<file path="config.mk">
export PLATFORM = sky130hd
export DESIGN_NAME = tmr3_unit
export DESIGN_NICKNAME = d
export VERILOG_FILES = /design/src/rtl/tmr3_pkg.sv /design/src/rtl/tmr3_prescale.sv /design/src/rtl/tmr3_tick_sync.sv /design/src/rtl/tmr3_channel.sv /design/src/rtl/tmr3_unit.sv
export SDC_FILE = /design/constraint.sdc
export NUM_CORES = 1
export LEC_CHECK = 0
export BUFFER_PORTS_ARGS = -buffer_cell sky130_fd_sc_hd__buf_2
export CAP_MARGIN = 40
export CORE_MARGIN = 3
export CORE_UTILIZATION = 25
export DETAILED_ROUTE_END_ITERATION = 8
export GPL_TIMING_DRIVEN = 0
export PLACE_DENSITY = 0.44
export SYNTH_ARGS = -nofsm -noshare
export SYNTH_HDL_FRONTEND = slang
export SYNTH_HIERARCHICAL = 1
export SYNTH_SLANG_ARGS = --single-unit
</file>
<file path="constraint.sdc">
create_clock -name clk -period 3.4 [get_ports clk]
set_clock_uncertainty 0.05 [all_clocks]
set_input_delay 0 -clock clk [delete_from_list [all_inputs] [get_ports clk]]
set_output_delay 0 -clock clk [all_outputs]
set_load 0.01 [all_outputs]
</file>
<file path="src/rtl/tmr3_pkg.sv">
// Package: shared sizes, field positions and the address map of the timer unit.
// Assumes byte addressing with 32-bit registers.
package tmr3_pkg;
    localparam int CNT_W    = 32;                 // counter / data width
    localparam int SEL_W    = 3;                  // clock-select width
    localparam int NUM_TAPS = 6;                  // power-of-four prescale taps
    localparam int PRE_W    = 2 * NUM_TAPS;       // prescaler width (12 -> /4096)
    localparam int NUM_SRC  = 1 << SEL_W;         // selectable tick sources

    // Control word field positions
    localparam int CTL_IE   = 5;
    localparam int CTL_UNF  = 8;
    localparam int CTL_CAP  = 9;

    // Address map
    localparam int START_ADDR = 0;
    localparam int GRP_BYTES  = 12;
    localparam int GRP_BASE   = 4;
    localparam int OFF_CONST  = 0;
    localparam int OFF_COUNT  = 4;
    localparam int OFF_CTL    = 8;

    // Base byte address of channel i's register group
    function automatic int ch_base(input int i);
        return GRP_BASE + GRP_BYTES * i;
    endfunction
endpackage

</file>
<file path="src/rtl/tmr3_prescale.sv">
// Free-running prescaler. It produces one single-cycle tick per tap, where tap k
// fires once every 4^(k+1) clocks, when the low 2(k+1) bits of the counter are
// all ones. Assumes the taps are only consumed as clock enables.
module tmr3_prescale
    import tmr3_pkg::*;
(
    input  logic                clk,
    input  logic                rst_n,
    output logic [NUM_TAPS-1:0] tap_tick
);
    logic [PRE_W-1:0] div_q;

    // Advance the shared division counter every clock
    always_ff @(posedge clk) begin
        if (!rst_n) div_q <= '0;
        else        div_q <= div_q + 1'b1;
    end

    // One tap per power of four: fires when its low bits wrap
    for (genvar k = 0; k < NUM_TAPS; k++) begin : g_tap
        assign tap_tick[k] = &div_q[2*k+1:0];
    end
endmodule

</file>
<file path="src/rtl/tmr3_tick_sync.sv">
// Brings an asynchronous tick input into the clock domain through two flops and
// emits a one-cycle pulse per rising edge. Assumes the input stays high and low
// for at least two clocks each.
module tmr3_tick_sync (
    input  logic clk,
    input  logic rst_n,
    input  logic async_in,
    output logic rise_pulse
);
    logic [2:0] sync_q;

    // Two synchroniser stages plus one history stage for edge detection
    always_ff @(posedge clk) begin
        if (!rst_n) sync_q <= '0;
        else        sync_q <= {sync_q[1:0], async_in};
    end

    assign rise_pulse = sync_q[1] & ~sync_q[2];
endmodule

</file>
<file path="src/rtl/tmr3_channel.sv">
// One timer channel: reload value, down-counter and control word. It picks its
// tick from the shared source vector, reloads on a tick at zero, and keeps a
// sticky underflow flag that a write can only clear. The interrupt is flag AND
// enable. Assumes at most one register write strobe per cycle.
module tmr3_channel
    import tmr3_pkg::*;
(
    input  logic               clk,
    input  logic               rst_n,
    input  logic               run,
    input  logic [NUM_SRC-1:0] tick_src,
    input  logic               wr_const,
    input  logic               wr_count,
    input  logic               wr_ctl,
    input  logic [CNT_W-1:0]   wdata,
    output logic [CNT_W-1:0]   const_o,
    output logic [CNT_W-1:0]   count_o,
    output logic [CNT_W-1:0]   ctl_o,
    output logic               flag_o,
    output logic               ie_o,
    output logic               uf_evt_o,
    output logic               irq_o
);
    logic [CNT_W-1:0] const_q, count_q;
    logic [SEL_W-1:0] sel_q;
    logic             ie_q, unf_q, cap_q;
    logic             tick;

    assign tick     = run & tick_src[sel_q];
    assign uf_evt_o = tick & (count_q == '0) & ~wr_count;

    // Hold the reload value
    always_ff @(posedge clk) begin
        if (!rst_n)        const_q <= '0;
        else if (wr_const) const_q <= wdata;
    end

    // Counter: a software write wins, otherwise decrement or reload on a tick
    always_ff @(posedge clk) begin
        if (!rst_n)        count_q <= '0;
        else if (wr_count) count_q <= wdata;
        else if (uf_evt_o) count_q <= const_q;
        else if (tick)     count_q <= count_q - 1'b1;
    end

    // Plain control fields: select, enable, capture flag
    always_ff @(posedge clk) begin
        if (!rst_n) begin
            sel_q <= '0;
            ie_q  <= 1'b0;
            cap_q <= 1'b0;
        end else if (wr_ctl) begin
            sel_q <= wdata[SEL_W-1:0];
            ie_q  <= wdata[CTL_IE];
            cap_q <= wdata[CTL_CAP];
        end
    end

    // Sticky underflow flag: set by hardware, cleared only by writing 0
    always_ff @(posedge clk) begin
        if (!rst_n)        unf_q <= 1'b0;
        else if (uf_evt_o) unf_q <= 1'b1;
        else if (wr_ctl)   unf_q <= unf_q & wdata[CTL_UNF];
    end

    // Read-back image of the control word
    always_comb begin
        ctl_o             = '0;
        ctl_o[SEL_W-1:0]  = sel_q;
        ctl_o[CTL_IE]     = ie_q;
        ctl_o[CTL_UNF]    = unf_q;
        ctl_o[CTL_CAP]    = cap_q;
    end

    assign const_o = const_q;
    assign count_o = count_q;
    assign flag_o  = unf_q;
    assign ie_o    = ie_q;
    assign irq_o   = unf_q & ie_q;
endmodule

</file>
<file path="src/rtl/tmr3_unit.sv">
// Top of the three-channel timer unit: register decode, start register, shared
// prescaler, tick input synchronisers and the channel instances. Reads are
// combinational from bus_addr; writes take effect on the clock edge where
// bus_valid and bus_write are high. Reset is synchronous, active low.
module tmr3_unit
    import tmr3_pkg::*;
#(
    parameter int NUM_CH = 3,
    parameter int ADDR_W = 6
) (
    input  logic              clk,
    input  logic              rst_n,
    input  logic              bus_valid,
    input  logic              bus_write,
    input  logic [ADDR_W-1:0] bus_addr,
    input  logic [CNT_W-1:0]  bus_wdata,
    output logic [CNT_W-1:0]  bus_rdata,
    input  logic              rtc_tick_in,
    input  logic              ext_tick_in,
    output logic [NUM_CH-1:0] irq_o
);
    logic                    wr_en;
    logic [NUM_CH-1:0]       run_q;
    logic [NUM_TAPS-1:0]     tap_tick;
    logic                    rtc_pulse, ext_pulse;
    logic [NUM_SRC-1:0]      tick_src;
    logic [NUM_CH-1:0]       wr_const, wr_count, wr_ctl;
    logic [NUM_CH-1:0]       flag_vec, ie_vec, uf_evt_vec;
    logic [CNT_W-1:0]        const_arr [NUM_CH];
    logic [CNT_W-1:0]        count_arr [NUM_CH];
    logic [CNT_W-1:0]        ctl_arr   [NUM_CH];

    assign wr_en = bus_valid & bus_write;

    // Start register: one run bit per channel
    always_ff @(posedge clk) begin
        if (!rst_n)
            run_q <= '0;
        else if (wr_en && bus_addr == ADDR_W'(START_ADDR))
            run_q <= bus_wdata[NUM_CH-1:0];
    end

    tmr3_prescale u_pre (
        .clk      (clk),
        .rst_n    (rst_n),
        .tap_tick (tap_tick)
    );

    tmr3_tick_sync u_rtc_sync (
        .clk        (clk),
        .rst_n      (rst_n),
        .async_in   (rtc_tick_in),
        .rise_pulse (rtc_pulse)
    );

    tmr3_tick_sync u_ext_sync (
        .clk        (clk),
        .rst_n      (rst_n),
        .async_in   (ext_tick_in),
        .rise_pulse (ext_pulse)
    );

    // Source vector indexed by the clock-select code
    assign tick_src = {ext_pulse, rtc_pulse, tap_tick};

    for (genvar i = 0; i < NUM_CH; i++) begin : g_ch
        localparam int BASE = ch_base(i);

        assign wr_const[i] = wr_en && bus_addr == ADDR_W'(BASE + OFF_CONST);
        assign wr_count[i] = wr_en && bus_addr == ADDR_W'(BASE + OFF_COUNT);
        assign wr_ctl[i]   = wr_en && bus_addr == ADDR_W'(BASE + OFF_CTL);

        tmr3_channel u_ch (
            .clk      (clk),
            .rst_n    (rst_n),
            .run      (run_q[i]),
            .tick_src (tick_src),
            .wr_const (wr_const[i]),
            .wr_count (wr_count[i]),
            .wr_ctl   (wr_ctl[i]),
            .wdata    (bus_wdata),
            .const_o  (const_arr[i]),
            .count_o  (count_arr[i]),
            .ctl_o    (ctl_arr[i]),
            .flag_o   (flag_vec[i]),
            .ie_o     (ie_vec[i]),
            .uf_evt_o (uf_evt_vec[i]),
            .irq_o    (irq_o[i])
        );
    end

    // Read multiplexer over the start register and all channel registers
    always_comb begin
        bus_rdata = '0;
        if (bus_addr == ADDR_W'(START_ADDR))
            bus_rdata[NUM_CH-1:0] = run_q;
        for (int i = 0; i < NUM_CH; i++) begin
            if (bus_addr == ADDR_W'(ch_base(i) + OFF_CONST)) bus_rdata = const_arr[i];
            if (bus_addr == ADDR_W'(ch_base(i) + OFF_COUNT)) bus_rdata = count_arr[i];
            if (bus_addr == ADDR_W'(ch_base(i) + OFF_CTL))   bus_rdata = ctl_arr[i];
        end
    end
endmodule

</file>
======== After elaboration in Yosys (flattened, before gate mapping) ========
Index checks and enable logic that the tools add are counted.
word-level totals
  output and inout port bits .............. 35
  input bits .............................. 44
  word-level logic and storage cells ...... 118
  bits in registers ....................... 231
operators by class
  $add $sub $neg .......................... 4
  bitwise logic cells ..................... 23
  reductions and logical operators ........ 26
  mux-type cells .......................... 31
  equality and inequality tests ........... 9
  order comparisons ....................... 3
operator list
  kind                   number
  $mux 32                18
  $logic_not 32->1       3
  $sub 32x1->32 const B  3
  $eq 6x5->1 const B     4
  $and 1x1->1            18
  $add 12x1->12 const B  1
  $eq 6x4->1 const B     2
  $eq 6x6->1 const B     2
  $lt 3x4->1 const B     3
  $reduce_and 12->1      1
  $logic_and 1x1->1      10
  $reduce_and 10->1      1
  $bmux 1 s3             3
  $mux 1                 9
  $reduce_bool 3->1      3
  $reduce_and 8->1       1
  $eq 6x3->1 const B     1
  $logic_not 6->1        1
  $reduce_and 6->1       1
  $reduce_bool 2->1      3
  $not 1->1              5
  $reduce_and 4->1       1
  $mux 3                 1
  $reduce_and 2->1       1

======== Longest topological paths before layout ========
  word-level depth ........................ 11
  depth in mapped cells ................... 14
  gate-level depth less buffers ........... 10

======== By module ========
The synthesis kept the hierarchy.
modules (own cells, without submodules)
  module                           area an instance (µm²)  seq. area each (µm²)  cells an instance  instances
  tmr3_channel (g_ch[0].u_ch ...)  3971.3                  1401.3                475                2
  tmr3_channel (g_ch[2].u_ch)      4061.4                  1401.3                498                1
  tmr3_unit                        2686.3                  60.1                  378                1
  tmr3_prescale                    545.5                   240.2                 59                 1
  tmr3_tick_sync                   92.6                    60.1                  7                  2

======== Worst setup path after synthesis ========
No wires, ideal clock.
  path type ............................... register to register
  start ................................... register u_pre.div_q[0]
  end ..................................... register g_ch[2].u_ch.count_q[10]
  required time ........................... 3.280 ns
  data arrival time ....................... 2.632 ns
  slack ................................... 0.648 ns
  clock period less this slack ............ 2.752 ns
  setup time .............................. 0.070 ns
  path buffers ............................ 1
  stages on the path, launching flop included .. 10
  cells stage by stage .................... dfxtp_1 > ha_1 > nand3_2 > nor3_1 > mux4_2 > o2111ai_1 > nor3b_1 > clkbuf_1 > nand2_1 > o2bb2ai_1
between the ends
  cells in the longest elaborated chain, start to end .. 8
  elaborated cells between the ends (all ways) .. 14
  classes of those cells .................. 4 x mux; 3 x bitwise; 7 x reduce/logical
ends and longest elaborated chain
  item                            RTL line             source
  from (decl)                     tmr3_prescale.sv:11  logic [PRE_W-1:0] div_q;
  from (signal assigned)          tmr3_prescale.sv:16  else div_q <= div_q + 1'b1;
  $reduce_and 2->1 *              tmr3_prescale.sv:21  assign tap_tick[k] = &div_q[2*k+1:0];
  net tap_tick[0]                 tmr3_unit.sv:24      logic [NUM_TAPS-1:0] tap_tick;
  $bmux 1 s3 *                    tmr3_channel.sv:29   assign tick = run & tick_src[sel_q];
  $mux 1 (not written as such) *  tmr3_channel.sv:29
  $and 1x1->1 *                   tmr3_channel.sv:29
  $and 1x1->1 (2 in series)       tmr3_channel.sv:30   assign uf_evt_o = tick & (count_q == '0) & ~wr_count;
  $mux 32                         tmr3_channel.sv:42   else if (uf_evt_o) count_q <= const_q;
  $mux 32                         tmr3_channel.sv:41   else if (wr_count) count_q <= wdata;
  to (signal assigned)            tmr3_channel.sv:41
  to (signal assigned)            tmr3_channel.sv:42
  to (signal assigned)            tmr3_channel.sv:43   else if (tick) count_q <= count_q - 1'b1;
  to (decl)                       tmr3_channel.sv:24   logic [CNT_W-1:0] const_q, count_q;
The timed path passes the listed nets; every way through them passes the cells marked *. The select of a mux whose other input is x is not followed.
A chain may end at the register's enable or synchronous reset.

======== Worst setup path in the final report ========
  start ................................... register u_pre.div_q[0]
  end ..................................... register g_ch[1].u_ch.count_q[31]
between the ends
  cells in the longest elaborated chain, start to end .. 8
  elaborated cells between the ends (all ways) .. 14
  classes of those cells .................. 4 x mux; 3 x bitwise; 7 x reduce/logical
ends and longest elaborated chain
  item                            RTL line
  $reduce_and 2->1 *              tmr3_prescale.sv:21
  net tap_tick[0]                 tmr3_unit.sv:24
  $bmux 1 s3 *                    tmr3_channel.sv:29
  $mux 1 (not written as such) *  tmr3_channel.sv:29
  $and 1x1->1 *                   tmr3_channel.sv:29
  $and 1x1->1 (2 in series)       tmr3_channel.sv:30
  $mux 32                         tmr3_channel.sv:42
  $mux 32                         tmr3_channel.sv:41
  to (signal assigned)            tmr3_channel.sv:41
  to (signal assigned)            tmr3_channel.sv:42
  to (signal assigned)            tmr3_channel.sv:43
  to (decl)                       tmr3_channel.sv:24
Marks and branches as above.

==> results.yml <==
run_status:
  outcome: "completed"
timing:
  clock.fmax_mhz: 313
  timing_hold_violations_final: 0
  rsz0062_at_grt: "no"
  maxSlewViolCount: 0
  worstMarginPinSlew_ns: 0.921
  fin_crit_sh: 0.939
  fin_crit_ns: 3.19
  slew_headroom: 0.386
  setup_viol: 0
  worst_slack_ns: 0.207
power:
  power_density_nw_per_um2: 367
  p_sw_frac: 0.276
  leakage_nw: 7.02
  p_int_mw: 4.94
  vdd_ir_drop_max_mv: 0.351
  power_mw: 6.81
  p_sw_mw: 1.88
  p_seq_frac: 0.401
  p_clk_frac: 0.479
  power_frac_comb: 0.119
route:
  num_vias: 15800
  drc: 0
  drtIter0Drc: 1752
  ant_nets: 0
  wl_per_cell_microns: 25.8
  drt_wl_total_mm: 75.4
  dr.pass1.iters: 7
  viasPerCell: 5.40
placement:
  dp_cells: 2839
  pre_cts_ws_ns: -0.769
  post-dp-hpwl_mm: 57.7
  io_buffers: 77
  place_congestion: 0.969
final_layout:
  drive_above_1_share: 0.159
  final_common_cell: "dfxtp_1"
  mostFrequentLayoutCells: "dfxtp_1 (231), nor2_1 (170), mux2i_1 (169), nand2_1 (138), o21ai_0 (132)"
  fillers: 6528
  synthToLayoutAreaGrowth_pct: 20.4
  fin_nets: 2170
  final_cells: 2927
  diodes: 0
clock_network:
  clock-sinks: 231
  cts_buffers: 30
  cts_tree: "done"
  clock_tree.root_cell: "clkbuf_16"
  cts_buffer_depth: 3
  cts_max_level: 1
  clk_latency_ns: 0.59
  path_clk_slew_ns: 0.06
floorplan:
  start_util: 0.254
  dieArea_sq_um: 64700
  die_x_microns: 254
  ioPinCount: 79
  dieHeight_microns: 254
  coreArea_sq_um: 60700
  rows: 90
logic_synthesis:
  synthTopCellsByArea: "dfxtp_1 (30%), mux2i_1 (11%), buf_4 (4.3%)"
  synth_top_area_frac: 0.300
  synth_enable_flop_cells: 0
  ys_types: 80
  syn_area_sq_um: 15400
  async_flop_share: 0
  synth_seq_cells: 231
  yosys_warnings: 6
  ys.flop_type: "dfxtp_1"
  synth.avg_cell_area_sq_um: 8.12
  yosysTopAreaCell: "dfxtp_1"
  synthCells: 1899
  seq_area_frac_synth: 0.300
global_routing:
  grt_pass1_wl_mm: 107
  grt_max_degree: 29
  antenna_found_initial: 4
  grt-ovfl-total: 0
  groute.usage.overall: 0.226
  grt_pass1_vias: 14700
flow_run:
  maxCapViolations: 0
worst_setup_path:
  crit_type: "flip-flop to flip-flop"
  critPathLaunchType: "flip-flop"
  crit_fanout: 9
  crit_arrival_ns: 3.60
  worst_ep_required_time_ns: 3.81
  cp-end-kind: "flip-flop"
hold_path:
  hold_path.class: "input port to flip-flop"
[power by group through the flow]
stage | clock network (mW) | logic (mW) | registers [mW]
global route | 3.42 | 0.857 | 2.74
finish | 3.26 | 0.814 | 2.74
detailed placement | 0 | 0.761 | 2.79
floorplan | 0 | 0.426 | 2.79
global placement | 0 | 0.757 | 2.79
CTS | 3.32 | 0.795 | 2.73
[worst max-delay path, stage by stage (launching register included)]
cell      delay, ns
dfxtp_1        0.42
ha_2           0.31
nand3_4        0.18
nor4_4         0.34
mux2i_1        0.19
a221oi_4       0.35
buf_12         0.16
and2_1         0.12
clkbuf_1       0.46
nor2_1         0.09
a221oi_1       0.27
a22oi_1        0.11
[state kept, by name, indices dropped and copies added (netlist names), 9 cells and up]
signal,cells
u_pre/div_q,12
g_ch.u_ch/const_o,96
g_ch.u_ch/count_o,96
g_ch.u_ch/sel_q,9
[Yosys cell counts, drive strengths merged (22+ instances only)]
cell type,number
a21oi,67
nor4,35
a22oi,22
a31oi,38
dfxtp,231
and2,52
o2bb2ai,37
xor2,32
xnor2,43
nand2,138
inv,26
nand3,37
nor2b,48
o22ai,51
buf,140
clkbuf,91
nor3,46
nor2,171
mux2i,169
o21ai,141
[worst paths after layout]
check,startpoint,to,slack (ns),depth (start not counted)
min reg2reg,u_rtc_sync/sync_q[0],u_rtc_sync/sync_q[1],0.39,1
max,u_pre/div_q[0],g_ch[1].u_ch/count_o[31],0.21,11
max reg2reg,u_pre/div_q[0],g_ch[1].u_ch/count_o[31],0.21,11
min,rtc_tick_in,u_rtc_sync/sync_q[0],0.12,3
[logic make-up after synthesis]
logic type               count (synthesis)  synth area share
AO/OA/AOI/OAI                          497             0.214
XOR/XNOR                                75            0.0426
adder cells (fa/ha/maj)                  4           0.00325
buffers and inverters                  259            0.0898
flip-flops                             231             0.300
multiplexers                           193             0.129
other                                    3          0.000730
AND/OR/NAND/NOR                        637             0.220
[layer usage]
metal	global-route usage	vias to the layer above	share of wire	wire length (microns)
met3	0.0351	120	0.073	5490
met2	0.346	679	0.43	32100
met5	0	-	0	0
met4	0.0799	0	0.041	3070
met1	0.322	7772	0.46	34700
li1	-	7235	-	-
[timing repair]
item / in CTS / in global routing
hold buffers: 35 / 0
endpoints found under the hold margin: 193 / 0
pin swaps: 2 / 0
setup buffers: 2 / 0
endpoints found under the setup margin: 85 / 72
resized for setup: 13 / 12
[cell type report]
cell class                      instances  area [sq um]  area share
Multi-Input combinational cell       1484          9780       0.526
Sequential cell                       231          4620       0.249
Buffer                                227          1270      0.0687
Tap cell                              782           978      0.0527
Clock buffer                           48           970      0.0522
Timing Repair Buffer                  120           802      0.0432
Inverter                               28           105     0.00566
Clock inverter                          7          37.5     0.00202
[stage by stage]
| step | setup TNS, ns | hold slack [ns] | utilization | area (sq um) |
|---|---|---|---|---|
| floorplan | 0 | 0.0717 | - | 15700 |
| global placement | -54.97 | 0.160 | 0.281 | 17100 |
| detailed placement | -36.33 | 0.159 | 0.282 | 17100 |
| CTS | 0 | 0.0859 | 0.305 | 18500 |
| global route | 0 | 0.122 | 0.306 | 18600 |
| finish | 0 | 0.119 | 0.306 | 18600 |
Power figures use the tool's default switching activity.
